==> config.mk <==
export PLATFORM = sky130hd
export DESIGN_NAME = pwin_router
export DESIGN_NICKNAME = d
export VERILOG_FILES = /design/src/rtl/pwin_pkg.sv /design/src/rtl/pwin_regs.sv /design/src/rtl/pwin_match.sv /design/src/rtl/pwin_ctrl.sv /design/src/rtl/pwin_router.sv
export SDC_FILE = /design/constraint.sdc
export NUM_CORES = 1
export LEC_CHECK = 0
export BUFFER_PORTS_ARGS = -buffer_cell sky130_fd_sc_hd__buf_2
export CORE_ASPECT_RATIO = 0.9
export CORE_MARGIN = 10
export CORE_UTILIZATION = 40
export DETAILED_ROUTE_END_ITERATION = 7
export MAX_ROUTING_LAYER = met4
export PLACE_DENSITY = 0.7
export SLEW_MARGIN = 5
export SYNTH_ARGS = -nofsm -noshare
export SYNTH_HDL_FRONTEND = slang
export SYNTH_SLANG_ARGS = --single-unit
==> constraint.sdc <==
create_clock -name clk -period 1.85 [get_ports clk]
set_clock_uncertainty 0.1 [all_clocks]
set_input_delay 0.2775 -clock clk [delete_from_list [all_inputs] [get_ports clk]]
set_output_delay 0.2775 -clock clk [all_outputs]
set_load 0.05 [all_outputs]
==> src/rtl/pwin_pkg.sv <==
package pwin_pkg;
  typedef enum logic [1:0] {
    ST_IDLE = 2'd0,
    ST_REQ  = 2'd1,
    ST_WAIT = 2'd2
  } rt_state_t;

  localparam int CTRL_EN_BIT  = 31;
  localparam int CTRL_UNP_BIT = 30;
  localparam int BM_BASE_LO   = 16;
  localparam logic [1:0] RESP_OKAY = 2'b00;
endpackage

==> src/rtl/pwin_regs.sv <==
module pwin_regs import pwin_pkg::*; #(
  parameter int NWIN = 2,
  parameter int WF   = 16,
  parameter int CA_W = $clog2(NWIN) + 3
) (
  input  logic                     clk,
  input  logic                     rst_n,
  input  logic                     cfg_we,
  input  logic [CA_W-1:0]          cfg_addr,
  input  logic [31:0]              cfg_wdata,
  output logic [31:0]              cfg_rdata,
  output logic [NWIN-1:0]          win_en,
  output logic [NWIN-1:0][WF-1:0]  win_base,
  output logic [NWIN-1:0][WF-1:0]  win_mask,
  output logic [NWIN-1:0][WF-1:0]  win_trans
);
  localparam int IDX_W = CA_W - 3;

  logic [NWIN-1:0]     win_unp;
  logic [IDX_W-1:0]    sel_idx;
  logic                sel_bm;

  assign sel_idx = cfg_addr[CA_W-1:3];
  assign sel_bm  = cfg_addr[2];

  for (genvar i = 0; i < NWIN; i++) begin : g_win
    logic hit_ctrl, hit_bm;
    assign hit_ctrl = cfg_we && (sel_idx == IDX_W'(i)) && !sel_bm;
    assign hit_bm   = cfg_we && (sel_idx == IDX_W'(i)) &&  sel_bm;

    always_ff @(posedge clk) begin
      if (!rst_n) begin
        win_en[i]    <= 1'b0;
        win_unp[i]   <= 1'b0;
        win_trans[i] <= '0;
        win_base[i]  <= '0;
        win_mask[i]  <= '0;
      end else begin
        if (hit_ctrl) begin
          win_en[i]    <= cfg_wdata[CTRL_EN_BIT];
          win_unp[i]   <= cfg_wdata[CTRL_UNP_BIT];
          win_trans[i] <= cfg_wdata[WF-1:0];
        end
        if (hit_bm) begin
          win_base[i] <= cfg_wdata[BM_BASE_LO +: WF];
          win_mask[i] <= cfg_wdata[WF-1:0];
        end
      end
    end
  end

  always_comb begin
    cfg_rdata = '0;
    for (int i = 0; i < NWIN; i++) begin
      if (sel_idx == IDX_W'(i)) begin
        if (sel_bm) begin
          cfg_rdata[BM_BASE_LO +: WF] = win_base[i];
          cfg_rdata[WF-1:0]           = win_mask[i];
        end else begin
          cfg_rdata[CTRL_EN_BIT]  = win_en[i];
          cfg_rdata[CTRL_UNP_BIT] = win_unp[i];
          cfg_rdata[WF-1:0]       = win_trans[i];
        end
      end
    end
  end

  assert_resv_zero_R9: assert property (@(posedge clk) disable iff (!rst_n)
    !sel_bm |-> (cfg_rdata[29:16] == 14'd0));
endmodule

==> src/rtl/pwin_match.sv <==
module pwin_match #(
  parameter int NWIN = 2,
  parameter int WF   = 16
) (
  input  logic [WF-1:0]            addr_hi,
  input  logic [NWIN-1:0]          win_en,
  input  logic [NWIN-1:0][WF-1:0]  win_base,
  input  logic [NWIN-1:0][WF-1:0]  win_mask,
  input  logic [NWIN-1:0][WF-1:0]  win_trans,
  output logic [NWIN-1:0]          win_hit,
  output logic [NWIN-1:0]          win_sel,
  output logic                     any_hit,
  output logic [WF-1:0]            xl_hi
);
  function automatic logic f_hit(input logic en, input logic [WF-1:0] a,
                                 input logic [WF-1:0] base, input logic [WF-1:0] mask);
    return en && ((a & mask) == (base & mask));
  endfunction

  function automatic logic [WF-1:0] f_xlate(input logic [WF-1:0] a,
                                            input logic [WF-1:0] trans, input logic [WF-1:0] mask);
    return (trans & mask) | (a & ~mask);
  endfunction

  for (genvar i = 0; i < NWIN; i++) begin : g_cmp
    assign win_hit[i] = f_hit(win_en[i], addr_hi, win_base[i], win_mask[i]);
  end

  always_comb begin
    win_sel = '0;
    xl_hi   = addr_hi;
    for (int i = NWIN - 1; i >= 0; i--) begin
      if (win_hit[i]) begin
        win_sel = '0;
        win_sel[i] = 1'b1;
        xl_hi = f_xlate(addr_hi, win_trans[i], win_mask[i]);
      end
    end
  end

  assign any_hit = |win_hit;
endmodule

==> src/rtl/pwin_ctrl.sv <==
module pwin_ctrl import pwin_pkg::*; #(
  parameter int ADDR_W = 40,
  parameter int DATA_W = 32,
  parameter int ID_W   = 4,
  parameter int STRB_W = DATA_W / 8
) (
  input  logic              clk,
  input  logic              rst_n,
  input  logic              aw_valid,
  input  logic [ID_W-1:0]   aw_id,
  input  logic              w_valid,
  input  logic [DATA_W-1:0] w_data,
  input  logic [STRB_W-1:0] w_strb,
  input  logic [ADDR_W-1:0] routed_addr,
  input  logic              is_posted,
  output logic              aw_ready,
  output logic              accept,
  output logic              b_valid,
  input  logic              b_ready,
  output logic [ID_W-1:0]   b_id,
  output logic [1:0]        b_resp,
  output logic              req_valid,
  input  logic              req_ready,
  output logic [ADDR_W-1:0] req_addr,
  output logic [DATA_W-1:0] req_data,
  output logic [STRB_W-1:0] req_strb,
  output logic              req_posted,
  input  logic              cpl_valid,
  input  logic [1:0]        cpl_status
);
  rt_state_t       st;
  logic [ID_W-1:0] cur_id;

  assign aw_ready  = (st == ST_IDLE) && !b_valid;
  assign accept    = aw_valid && w_valid && aw_ready;
  assign req_valid = (st == ST_REQ);

  always_ff @(posedge clk) begin
    if (!rst_n) begin
      st         <= ST_IDLE;
      cur_id     <= '0;
      b_valid    <= 1'b0;
      b_id       <= '0;
      b_resp     <= RESP_OKAY;
      req_addr   <= '0;
      req_data   <= '0;
      req_strb   <= '0;
      req_posted <= 1'b0;
    end else begin
      if (b_valid && b_ready) b_valid <= 1'b0;
      if (accept) begin
        st         <= ST_REQ;
        cur_id     <= aw_id;
        req_addr   <= routed_addr;
        req_data   <= w_data;
        req_strb   <= w_strb;
        req_posted <= is_posted;
        if (is_posted) begin
          b_valid <= 1'b1;
          b_id    <= aw_id;
          b_resp  <= RESP_OKAY;
        end
      end else begin
        case (st)
          ST_REQ:  if (req_ready) st <= req_posted ? ST_IDLE : ST_WAIT;
          ST_WAIT: if (cpl_valid) begin
            b_valid <= 1'b1;
            b_id    <= cur_id;
            b_resp  <= cpl_status;
            st      <= ST_IDLE;
          end
          default: ;
        endcase
      end
    end
  end

  assert_stall_R7: assert property (@(posedge clk) disable iff (!rst_n)
    aw_ready |-> (!req_valid && !b_valid));
  assert_req_hold_R3: assert property (@(posedge clk) disable iff (!rst_n)
    (req_valid && !req_ready) |=> (req_valid && $stable(req_addr) && $stable(req_data)));
  assert_posted_b_R3: assert property (@(posedge clk) disable iff (!rst_n)
    (accept && is_posted) |=> (b_valid && b_resp == RESP_OKAY && req_posted));
  assert_np_no_early_b_R4: assert property (@(posedge clk) disable iff (!rst_n)
    (accept && !is_posted) |=> (!b_valid && !req_posted));
endmodule

==> src/rtl/pwin_router.sv <==
module pwin_router #(
  parameter int ADDR_W = 40,
  parameter int DATA_W = 32,
  parameter int ID_W   = 4,
  parameter int NWIN   = 2,
  parameter int WIN_LO = 24,
  parameter int WF     = ADDR_W - WIN_LO,
  parameter int STRB_W = DATA_W / 8,
  parameter int CA_W   = $clog2(NWIN) + 3
) (
  input  logic              clk,
  input  logic              rst_n,
  input  logic              s_awvalid,
  output logic              s_awready,
  input  logic [ID_W-1:0]   s_awid,
  input  logic [ADDR_W-1:0] s_awaddr,
  input  logic              s_wvalid,
  output logic              s_wready,
  input  logic [DATA_W-1:0] s_wdata,
  input  logic [STRB_W-1:0] s_wstrb,
  output logic              s_bvalid,
  input  logic              s_bready,
  output logic [ID_W-1:0]   s_bid,
  output logic [1:0]        s_bresp,
  output logic              m_req_valid,
  input  logic              m_req_ready,
  output logic [ADDR_W-1:0] m_req_addr,
  output logic [DATA_W-1:0] m_req_data,
  output logic [STRB_W-1:0] m_req_strb,
  output logic              m_req_posted,
  input  logic              m_cpl_valid,
  input  logic [1:0]        m_cpl_status,
  input  logic              cfg_we,
  input  logic [CA_W-1:0]   cfg_addr,
  input  logic [31:0]       cfg_wdata,
  output logic [31:0]       cfg_rdata
);
  logic [NWIN-1:0]          win_en, win_hit, win_sel;
  logic [NWIN-1:0][WF-1:0]  win_base, win_mask, win_trans;
  logic                     any_hit, accept;
  logic [WF-1:0]            xl_hi;
  logic [ADDR_W-1:0]        routed_addr;

  pwin_regs #(.NWIN(NWIN), .WF(WF), .CA_W(CA_W)) u_regs (
    .clk(clk), .rst_n(rst_n), .cfg_we(cfg_we), .cfg_addr(cfg_addr),
    .cfg_wdata(cfg_wdata), .cfg_rdata(cfg_rdata), .win_en(win_en),
    .win_base(win_base), .win_mask(win_mask), .win_trans(win_trans)
  );

  pwin_match #(.NWIN(NWIN), .WF(WF)) u_match (
    .addr_hi(s_awaddr[ADDR_W-1:WIN_LO]), .win_en(win_en), .win_base(win_base),
    .win_mask(win_mask), .win_trans(win_trans), .win_hit(win_hit),
    .win_sel(win_sel), .any_hit(any_hit), .xl_hi(xl_hi)
  );

  assign routed_addr = {xl_hi, s_awaddr[WIN_LO-1:0]};
  assign s_wready    = s_awready;

  pwin_ctrl #(.ADDR_W(ADDR_W), .DATA_W(DATA_W), .ID_W(ID_W), .STRB_W(STRB_W)) u_ctrl (
    .clk(clk), .rst_n(rst_n), .aw_valid(s_awvalid), .aw_id(s_awid),
    .w_valid(s_wvalid), .w_data(s_wdata), .w_strb(s_wstrb),
    .routed_addr(routed_addr), .is_posted(any_hit), .aw_ready(s_awready),
    .accept(accept), .b_valid(s_bvalid), .b_ready(s_bready), .b_id(s_bid),
    .b_resp(s_bresp), .req_valid(m_req_valid), .req_ready(m_req_ready),
    .req_addr(m_req_addr), .req_data(m_req_data), .req_strb(m_req_strb),
    .req_posted(m_req_posted), .cpl_valid(m_cpl_valid), .cpl_status(m_cpl_status)
  );

  assert_sel_onehot_R6: assert property (@(posedge clk) disable iff (!rst_n)
    $onehot0(win_sel) && (any_hit == (win_sel != '0)));
  assert_win0_first_R6: assert property (@(posedge clk) disable iff (!rst_n)
    win_hit[0] |-> win_sel[0]);
  assert_disabled_miss_R2: assert property (@(posedge clk) disable iff (!rst_n)
    (win_en == '0) |-> !any_hit);
endmodule

==> results of run 1 <==
synthesized netlist by cell type, drive strengths merged:
cell	n	area share, %
nand2	334	14
dfxtp	190	43
a21boi	165	14
clkbuf	60	3.1
xor2	32	3.2
mux2i	30	3.4
inv	20	0.85
o21ai	20	1.1
mux4	18	4.6
nor2b	17	1.2
a311oi	16	1.6
a31oi	16	1.1
buf	16	1.5
o221a	16	2.0
a22oi	13	1.1
nor2	10	0.42
o21a	6	0.51
and3	4	0.28
o311a	4	0.45
ha	3	0.42
nand3	3	0.17
and2	2	0.17
and4	2	0.20
dlymetal6s2s	2	0.28
nand4	2	0.14
nor4b	2	0.20
o22ai	2	0.14
or2	2	0.14
a21oi	1	0.056
a222oi	1	0.11
a22o	1	0.099
dlygate4sd3	1	0.11
nor3	1	0.056
nor3b	1	0.14
o221ai	1	0.099
o31a	1	0.099
or3	1	0.070
or3b	1	0.099
area by class of cell:
cell class / instances / share of cell area (%)
Timing Repair Buffer: 497 / 28.50
Clock buffer: 18 / 3.144
Inverter: 20 / 0.5500
Sequential cell: 190 / 28.38
Tap cell: 291 / 2.667
Multi-Input combinational cell: 729 / 35.64
Antenna cell: 4 / 0.07333
Clock inverter: 14 / 1.054
path summary, 6_finish.rpt:
check	startpoint	endpoint	slack, ps	cells past startpoint
worst max-delay path	u_regs.win_base[28]$_SDFFE_PN0P_	u_ctrl.req_addr[27]$_SDFFE_PN0P_	-230	7
worst min-delay path	cfg_wdata[31]	u_regs.win_en[1]$_SDFFE_PN0P_	10	3
worst max register to register	u_regs.win_base[28]$_SDFFE_PN0P_	u_ctrl.req_addr[27]$_SDFFE_PN0P_	-230	7
worst min register to register	u_ctrl.req_addr[5]$_SDFFE_PN0P_	u_ctrl.req_addr[5]$_SDFFE_PN0P_	350	2
state kept, by name (all words and copies together), names as in the netlist:
signal	flops
u_ctrl.b_resp	2
u_regs.win_unp	2
u_ctrl.req_posted	1
u_ctrl.st	2
u_ctrl.req_strb	4
u_ctrl.req_addr	40
u_regs.win_mask	32
u_regs.win_en	2
u_regs.win_base	32
u_ctrl.cur_id	4
u_ctrl.req_data	32
u_regs.win_trans	32
u_ctrl.b_id	4
u_ctrl.b_valid	1
layer usage:
metal | track usage (%) | wire length [µm] | part of all wire [%] | up-vias
met3 | 4.639 | 3259 | 9.3 | 118
li1 | - | - | - | 4369
met5 | - | 0 | 0 | -
met1 | 29.48 | 14170 | 40 | 4456
met2 | 37.01 | 16140 | 46 | 566
met4 | 11.61 | 1653 | 4.7 | 0
timing repair:
item | in CTS | in global routing
hold buffers | 77 | 0
gates resized for setup | 153 | 39
hold endpoints to repair | 82 | 0
endpoints found under the setup margin | 45 | 80
gates cloned | 0 | 3
buffers inserted | 43 | 12
pin swaps | 32 | 15
worst max-delay path, stage by stage (launching register included):
cell	delay (ps)
dfxtp_2	340
xor2_1	150
a222oi_1	340
and4_4	320
and2_4	240
buf_12	140
a311oi_2	100
o221a_1	250
power by group:
part | switching (mW) | internal, mW | leakage (nW)
Clock | 1.83 | 1.81 | 0.280
Combinational | 1.31 | 0.916 | 3.93
Sequential | 0.138 | 4.28 | 1.57
Total | 3.28 | 7.01 | 5.78
logic make-up after synthesis:
family	Yosys count	share of synthesized area (%)
multiplexers	48	7.944
buffers and inverters	99	5.803
adder cells (fa/ha/maj)	3	0.4226
AO/OA/AOI/OAI	263	22.46
AND/OR/NAND/NOR	382	17.39
XOR/XNOR	32	3.155
flip-flops	190	42.82
through the flow:
stage	utilization [%]	setup TNS, ps
floorplan	-	-1871
finish	62.73	-5873
global placement	51.61	-5612
detailed placement	51.61	-5840
global route	62.73	-7407
CTS	61.26	-3277
==> impl_metrics.py, run 1 <==
metrics = {
    "floorplan": {
        "core-area_um2": 21760,
        "fp.dieH_um": 161.4,
        "start_util_pct": 40.83,
        "die_w_um": 177.1,
        "io_pins": 245,
        "rows": 51,
        "die_area_um2": 28580,
    },
    "power": {
        "power.leakage_nw": 5.778,
        "vdd.ir_drop.worst_mv": 0.4797,
        "p_per_area_nw_per_um2": 753.6,
        "total_power_mw": 10.29,
    },
    "cts": {
        "path_clk_slew_ps": 70,
        "worstSkewPairLatency_ps": 440,
        "cts_num_sinks": 190,
        "cts_tree": "built",
        "htree_levels": 4,
        "cts_made_buffers": 17,
        "clockBufferDepth": 2,
        "cts_root_buf": "clkbuf_16",
    },
    "cells_and_area": {
        "multi_input_area_um2": 4865,
        "drive_gt1_share_pct": 39.51,
        "area.growth.synth_to_final_pct": 53.66,
        "layout_common_cells": "334 x nand2_1, 215 x buf_2, 136 x dfxtp_1",
        "final_common_cell": "nand2_1",
        "instances_no_fill": 1763,
        "fillCellCount": 1691,
        "final-seq-area_um2": 3874,
        "nNetsFinal": 1584,
        "finalInstanceArea_um2": 13650,
    },
    "run": {
        "maxCapViolCount": 0,
    },
    "route": {
        "vias": 9509,
        "drtIter0Drc": 917,
        "routed_wl_um": 35220,
        "dr.pass1.iters": 5,
        "ant_nets": 0,
        "drc_errors": 0,
        "post_drt_wl_per_cell_um": 19.98,
        "vias_per_cell": 5.394,
    },
    "critical_path": {
        "cp-start-kind": "flip-flop",
        "worst_setup_path_end_kind": "flip-flop",
        "worst-path-max-fanout": 6,
        "criticalPathCategory": "reg2reg",
        "critical_path_arrival_ps": 2310,
        "critPathRequiredTime_ps": 2080,
    },
    "synthesis": {
        "synth-seq-area-share_pct": 42.82,
        "ys_types": 45,
        "synthesis.area_um2": 8884,
        "netlist_instances": 1017,
        "ys_ff_latch": 190,
        "synth-warning-count": 0,
        "syn_nets": 1146,
        "synth.avg_cell_area_um2": 8.735,
    },
    "hold_path": {
        "min_path_type": "in2reg",
    },
    "grt": {
        "grt_max_degree": 84,
        "antenna_found_initial": 4,
        "grt_pass1_vias": 9326,
        "overflow": 0,
        "grt_pass1_wl_um": 52850,
        "track_usage_pct": 23.95,
    },
    "placed_design": {
        "hpwlAfterDp_um": 23580,
        "place_congestion": 0.9796,
        "pre_cts_ws_ps": -296.6,
        "place_area_um2": 11230,
        "post-place-cells": 1596,
        "port_buffers": 242,
    },
    "timing": {
        "finalWorstSetupSlack_ps": -229.4,
        "relSlewSlack_pct": 70.38,
        "finalCritPeriodShare_pct": 112.4,
        "clock.fmax_mhz": 480.9,
        "whs_ps": 10.55,
        "slew_violations": 0,
        "hold_violations": 0,
        "worstMarginPinSlew_ps": 444.3,
        "period_minus_slack_ps": 2079,
        "rsz0062_at_grt": "true",
        "finalSetupViolCount": 42,
    },
    "status": {
        "outcome": "complete, but fails checks",
        "failed_checks": "negative setup slack",
    },
}
(Power assumes the default switching activity.)
==> run 2, diff against run 1 <==
--- a/config.mk
+++ b/config.mk
@@ -12,6 +12,7 @@
 export DETAILED_ROUTE_END_ITERATION = 7
 export MAX_ROUTING_LAYER = met4
 export PLACE_DENSITY = 0.7
+export SETUP_SLACK_MARGIN = 0.5
 export SLEW_MARGIN = 5
 export SYNTH_ARGS = -nofsm -noshare
 export SYNTH_HDL_FRONTEND = slang
==> run 2 against run 1 <==
  * Total power rose by 9.4%
  * Via count increased by 11%
  * Combinational power increased by 29%
  * Hold slack lost 5.0 ps
  * Wire length up 28%
  * Cell area grew 15%
  * Register-to-register slack worse by 160 ps
  * Clock power grew 7.1%
  * The flow still finishes with violations (negative setup slack)
  * Utilization is 9.1 points higher
  * Sequential cell count unchanged
  * Sequential share of layout area is 2.6 points lower
  * Clock-buffer cell count decreased by 1
==> impl_metrics.py, run 2 (synthesis gave the netlist of run 1 again) <==
metrics = {
    "run": {
        "maxCapViolCount": 0,
    },
    "critical_path": {
        "reg2reg_from": "u_regs.win_base[9]$_SDFFE_PN0P_",
        "cp-start-kind": "flip-flop",
        "worst-path-max-fanout": 8,
        "setup.worst_path.start": "u_regs.win_base[9]$_SDFFE_PN0P_",
        "critPathRequiredTime_ps": 2060,
        "worst_setup_path_end_kind": "flip-flop",
        "critical_path_arrival_ps": 2450,
        "criticalPathCategory": "reg2reg",
    },
    "power": {
        "p_per_area_nw_per_um2": 719.6,
        "p_switching_mw": 3.635,
        "seq_power_share_pct": 39.8,
        "p_int_mw": 7.620,
        "swShare_pct": 32.30,
        "combPwrFrac_pct": 25.6,
        "vdd.ir_drop.worst_mv": 0.8533,
        "p_clk_share_pct": 34.6,
        "power.leakage_nw": 6.472,
    },
    "floorplan": {
        "die_area_um2": 28580,
        "core-area_um2": 21760,
        "rows": 51,
        "start_util_pct": 40.83,
        "die_w_um": 177.1,
        "fp.dieH_um": 161.4,
        "io_pins": 245,
    },
    "cts": {
        "worstSkewPairLatency_ps": 440,
        "cts_root_buf": "clkbuf_16",
        "cts_num_sinks": 190,
        "cts_tree": "built",
        "cts_made_buffers": 17,
        "clockBufferDepth": 2,
        "htree_levels": 4,
        "path_clk_slew_ps": 80,
    },
    "route": {
        "post_drt_wl_per_cell_um": 25.40,
        "vias": 10560,
        "ant_nets": 0,
        "drtIter0Drc": 1763,
        "vias_per_cell": 5.957,
        "dr.pass1.iters": 6,
        "routed_wl_um": 45040,
        "drc_errors": 0,
    },
    "placed_design": {
        "port_buffers": 242,
        "pre_cts_ws_ps": -282.4,
        "place_congestion": 0.9197,
        "post-place-cells": 1579,
        "hpwlAfterDp_um": 22970,
        "place_area_um2": 11190,
    },
    "hold_path": {
        "min-delay-start": "s_wdata[21]",
        "min_path_type": "in2reg",
    },
    "cells_and_area": {
        "largest_reg_flops": 40,
        "final_common_cell": "nand2_1",
        "drive_gt1_share_pct": 54.65,
        "finalInstanceArea_um2": 15640,
        "nNetsFinal": 1589,
        "layout_common_cells": "269 x nand2_1, 138 x buf_6, 128 x dfxtp_2",
        "post-route-util_pct": 71.87,
        "largest-register": "u_ctrl.req_addr",
        "area.growth.synth_to_final_pct": 76.04,
        "instances_no_fill": 1773,
    },
    "grt": {
        "antenna_found_initial": 9,
        "overflow": 0,
        "track_usage_pct": 26.87,
        "grt_pass1_vias": 10230,
        "grt_max_degree": 62,
        "grt_pass1_wl_um": 58730,
    },
    "status": {
        "failed_checks": "negative setup slack",
        "outcome": "complete, but fails checks",
    },
    "timing": {
        "relSlewSlack_pct": 63.10,
        "finalSetupViolCount": 50,
        "worstMarginPinSlew_ps": 548.6,
        "clock.fmax_mhz": 447.3,
        "setup_tns_ps": -7835,
        "period_minus_slack_ps": 2235,
        "hold_violations": 0,
        "slew_violations": 0,
        "finalCritPeriodShare_pct": 120.8,
        "finalWorstSetupSlack_ps": -385.5,
        "rsz0062_at_grt": "true",
    },
}
==> run 2: metal layers <==
| layer | vias up | routed length, µm | share of wire [%] | GRT usage, % |
|---|---|---|---|---|
| li1 | 4385 | - | - | - |
| met1 | 4977 | 15470 | 34 | 30.93 |
| met2 | 902 | 21070 | 47 | 42.24 |
| met3 | 297 | 5065 | 11 | 7.156 |
| met4 | 0 | 3436 | 7.6 | 14.01 |
| met5 | - | 0 | 0 | - |
==> run 2: power by group through the flow <==
stage / Combinational [mW] / Clock [mW] / Sequential (mW)
4_1_cts: 2.49 / 3.86 / 4.42
3_3_place_gp: 1.81 / 0 / 4.49
5_1_grt: 2.97 / 4.07 / 4.49
3_5_place_dp: 1.83 / 0 / 4.49
6_report: 2.88 / 3.90 / 4.48
2_1_floorplan: 0.827 / 0 / 4.83
==> run 2: final timing paths <==
check | depth (start not counted) | end | slack (ps)
min reg2reg | 2 | u_ctrl.req_data[8]$_SDFFE_PN0P_ | 360
max | 9 | u_ctrl.b_id[1]$_SDFFE_PN0P_ | -390
min | 3 | u_ctrl.req_data[21]$_SDFFE_PN0P_ | 6
max reg2reg | 9 | u_ctrl.b_id[1]$_SDFFE_PN0P_ | -390
==> run 2: worst max-delay path, cell delays in order (launching register included) <==
cell	delay [ps]
dfxtp_2	350
xor2_2	190
a22oi_1	180
nand4_1	160
buf_4	180
nor3_2	180
buf_4	200
buf_8	150
o21ai_0	190
o311a_1	230
==> run 2: area by class of cell <==
class | count | area [µm²]
clock buffers | 17 | 425.4
repair buffers | 503 | 4955
multi-input cells | 728 | 5599
diodes | 9 | 22.52
clock inverters | 15 | 171.4
fillers | 1341 | 6121
inverters | 20 | 77.57
flip-flops and latches | 190 | 4024
well taps | 291 | 364.1
==> run 2: timing repair <==
item | 4_1_cts | 5_1_grt
buffers inserted | 55 | 19
pin swaps | 14 | 53
resized for setup | 522 | 317
endpoints found under the hold margin | 77 | 0
hold buffers | 70 | 0
gates cloned | 9 | 0
setup endpoints to repair | 209 | 196
==> run 2: through the flow <==
stage,power (mW),hold slack [ps]
CTS,10.77,0.3425
floorplan,5.660,314.9
global route,11.52,-4.606
finish,11.25,5.545
detailed placement,6.323,352.3
global placement,6.292,346.3
==> run 3, diff against run 2 <==
--- a/config.mk
+++ b/config.mk
@@ -5,13 +5,14 @@
 export SDC_FILE = /design/constraint.sdc
 export NUM_CORES = 1
 export LEC_CHECK = 0
-export BUFFER_PORTS_ARGS = -buffer_cell sky130_fd_sc_hd__buf_2
+export ABC_AREA = 1
 export CORE_ASPECT_RATIO = 0.9
 export CORE_MARGIN = 10
 export CORE_UTILIZATION = 40
 export DETAILED_ROUTE_END_ITERATION = 7
+export DONT_BUFFER_PORTS = 1
 export MAX_ROUTING_LAYER = met4
-export PLACE_DENSITY = 0.7
+export PLACE_DENSITY = 0.6
 export SETUP_SLACK_MARGIN = 0.5
 export SLEW_MARGIN = 5
 export SYNTH_ARGS = -nofsm -noshare
==> run 3 against run 2 <==
  * The flow finishes with violations (negative hold slack)
  * Combinational power rose by 25%
  * Area after synthesis decreased by 2.8%
  * Register-to-register slack better by 410 ps
  * Cell count shrank 3.6%
  * Clock power about the same
  * Sequential share of layout area rose by 2.4 points
  * Die area decreased by 2.5%
  * Critical path depth up 3
  * Largest cell class unchanged
  * Total power increased by 15%
  * Cell area is 6.9% lower
  * Clock-buffer cell count up 2
  * Synthesized cell count grew 23%
==> impl_metrics.py, run 3 <==
metrics = {
    "status": {
        "outcome": "complete, but fails checks",
        "failed_checks": "negative hold slack",
    },
    "cells_and_area": {
        "nNetsFinal": 1538,
        "drive_gt1_share_pct": 51.51,
        "final_common_cell": "nor2_1",
        "instances_no_fill": 1709,
        "largest_reg_flops": 40,
        "fillCellCount": 1684,
        "area.growth.synth_to_final_pct": 68.57,
        "largest-register": "u_ctrl.req_addr",
        "layout_common_cells": "130 x nor2_1, 127 x o21ai_0, 124 x a21oi_1",
    },
    "floorplan": {
        "die_area_um2": 27870,
        "die_w_um": 174.9,
        "core-area_um2": 21020,
        "start_util_pct": 41.08,
        "fp.dieH_um": 159.4,
        "rows": 50,
        "io_pins": 245,
    },
    "cts": {
        "worstSkewPairLatency_ps": 430,
        "path_clk_slew_ps": 70,
        "cts_tree": "built",
        "htree_levels": 4,
        "cts_root_buf": "clkbuf_16",
        "cts_made_buffers": 17,
        "clockBufferDepth": 2,
        "cts_num_sinks": 190,
    },
    "synthesis": {
        "yosysMostFrequentCell": "o21ai_0",
        "synth_top_area_share_pct": 44.05,
        "synthesis.area_um2": 8635,
        "yosys-top-cells-area": "dfxtp_1 44%, o21ai_0 14%, a21oi_1 11%, nor2_1 8.3%, inv_1 4.9%",
        "ys_top_cells_by_count": "237 x o21ai_0, 198 x a21oi_1, 190 x dfxtp_1, 190 x nor2_1, 113 x inv_1",
        "synth-warning-count": 0,
        "ys_types": 28,
        "synth.avg_cell_area_um2": 6.930,
        "netlist_instances": 1246,
        "synth_edf_count": 0,
        "yosys.area.top_type": "dfxtp_1",
        "ys_ff_latch": 190,
        "syn_nets": 1375,
        "synth-async-reset-ratio_pct": 0,
        "synth-seq-area-share_pct": 44.05,
        "synth_ff_type": "dfxtp_1",
    },
    "timing": {
        "finalSetupViolCount": 0,
        "period_minus_slack_ps": 1826,
        "clock.fmax_mhz": 547.8,
        "relSlewSlack_pct": 69.94,
        "hold_violations": 109,
        "slew_violations": 0,
        "rsz0062_at_grt": "true",
        "finalCritPeriodShare_pct": 98.68,
        "whs_ps": -132.6,
        "worstMarginPinSlew_ps": 449.9,
    },
    "route": {
        "drc_errors": 0,
        "dr.pass1.iters": 5,
        "vias_per_cell": 5.455,
        "vias": 9323,
        "ant_nets": 0,
        "drtIter0Drc": 763,
        "post_drt_wl_per_cell_um": 20.36,
        "routed_wl_um": 34790,
    },
    "critical_path": {
        "cp_cell_sequence": "inv_2 > ha_4 > inv_4 > nor2_4 > nand3_4 > inv_8 > buf_6 > buf_8 > buf_12 > buf_16 > nor2_4 > nor2_1",
        "cpMaxStageDelayCell": "dfxtp_2",
        "slowest_delay_ps": 330,
        "criticalPathCategory": "reg2reg",
        "worst-path-max-fanout": 7,
        "worst_setup_path_end_kind": "flip-flop",
        "cp-start-kind": "flip-flop",
        "cpMostUsedCell": "nor2_4",
        "critical_path_arrival_ps": 2070,
        "critPathRequiredTime_ps": 2100,
    },
    "power": {
        "p_int_mw": 8.383,
        "p_clk_share_pct": 29.9,
        "combPwrFrac_pct": 27.8,
        "p_switching_mw": 4.532,
        "seq_power_share_pct": 42.2,
        "total_power_mw": 12.91,
        "vdd.ir_drop.worst_mv": 0.7087,
        "p_per_area_nw_per_um2": 887.3,
        "swShare_pct": 35.09,
        "power.leakage_nw": 5.600,
    },
    "grt": {
        "track_usage_pct": 23.99,
        "grt_max_degree": 182,
        "grt_pass1_wl_um": 51890,
        "grt_pass1_vias": 8884,
        "antenna_found_initial": 2,
        "overflow": 0,
    },
    "placed_design": {
        "post-place-cells": 1515,
        "place_congestion": 0.8544,
        "hpwlAfterDp_um": 19530,
        "port_buffers": 0,
    },
    "run": {
        "maxCapViolCount": 0,
    },
    "hold_path": {
        "min_path_type": "in2reg",
    },
}
-- run 3: changes by cell type in the layout (fill, tap and decap cells not counted), moves of 78 or more --
| cell | change |
|---|---|
| nand2_1 | -202 |
| a21oi_1 | +124 |
| buf_2 | -122 |
| nor2_1 | +122 |
| o21ai_0 | +113 |
| a21boi_0 | -101 |
| buf_6 | -96 |
| o21ai_2 | +78 |
-- run 3: stage by stage --
stage	worst slack (ps)	setup TNS (ps)	hold slack (ps)	area [µm²]	util (%)
after floorplan	96.39	0	312.4	9530	-
after global placement	43.52	0	313.7	10020	47.65
after detailed placement	16.54	0	321.8	10020	47.65
after CTS	46.23	0	-155.3	13510	64.27
after global routing	-43.87	-228.8	-123.8	14560	69.24
final	24.43	0	-132.6	14560	69.24
-- run 3: final timing paths --
| check | from | endpoint | slack (ps) | cells past startpoint |
|---|---|---|---|---|
| worst max-delay path | u_ctrl.st[1]$_SDFFE_PP0P_ | u_ctrl.req_data[13]$_SDFFE_PN0P_ | 20 | 12 |
| worst min-delay path | rst_n | u_ctrl.req_addr[8]$_SDFFE_PN0P_ | -130 | 2 |
| worst max register to register | u_ctrl.st[1]$_SDFFE_PP0P_ | u_ctrl.req_data[13]$_SDFFE_PN0P_ | 20 | 12 |
| worst min register to register | u_regs.win_unp[0]$_SDFFE_PN0P_ | u_regs.win_unp[0]$_SDFFE_PN0P_ | 360 | 2 |
-- run 3: power groups by stage --
stage | Sequential (mW) | Combinational (mW) | Clock (mW)
after CTS | 5.42 | 3.16 | 3.93
final | 5.45 | 3.60 | 3.87
after detailed placement | 5.42 | 2.00 | 0
after global routing | 5.49 | 3.84 | 4.09
after global placement | 5.41 | 1.97 | 0
after floorplan | 5.42 | 1.54 | 0
-- run 3: layer usage --
metal  routed length, µm  vias to the layer above  part of all wire, %  track usage (%)
li1                    -                     4515                    -                -
met1               14290                     4448                   41            29.03
met2               17290                      306                   50            38.92
met3                2274                       54                  6.5            5.517
met4                 937                        0                  2.7            7.239
met5                   0                        -                    0                -
-- run 3: logic make-up after synthesis --
kind of cell	after synthesis	share of synthesized area, %
AOI/OAI and AO/OA	456	26.61
and+or+nand+nor	381	18.59
buffers and inverters	212	9.854
DFF	190	44.05
muxes	4	0.4637
adders and majority gates	3	0.4348
-- run 3: timing repair --
item,4_1_cts,5_1_grt
hold buffers,59,5
gates cloned,22,1
endpoints found under the hold margin,187,147
setup endpoints to repair,205,160
pin swaps,116,103
gates resized for setup,465,261
buffers inserted,54,20
-- run 3: area by class of cell --
| type | count | area [µm²] | area share, % |
|---|---|---|---|
| clock buffer | 19 | 442.9 | 3.043 |
| inverter | 132 | 521.8 | 3.585 |
| timing repair buffer | 223 | 3025 | 20.79 |
| clock inverter | 12 | 158.9 | 1.092 |
| antenna | 2 | 5.005 | 0.03438 |
| multi-input combinational | 845 | 5951 | 40.88 |
| tap | 286 | 357.8 | 2.459 |
| sequential | 190 | 4093 | 28.12 |
-- run 3: critical path: cells and delay by family, from the launching register on --
family	cells	cell delay, ps
simple gates	4	470
fa+ha+maj	1	140
buf+inv	7	690
flops	1	330
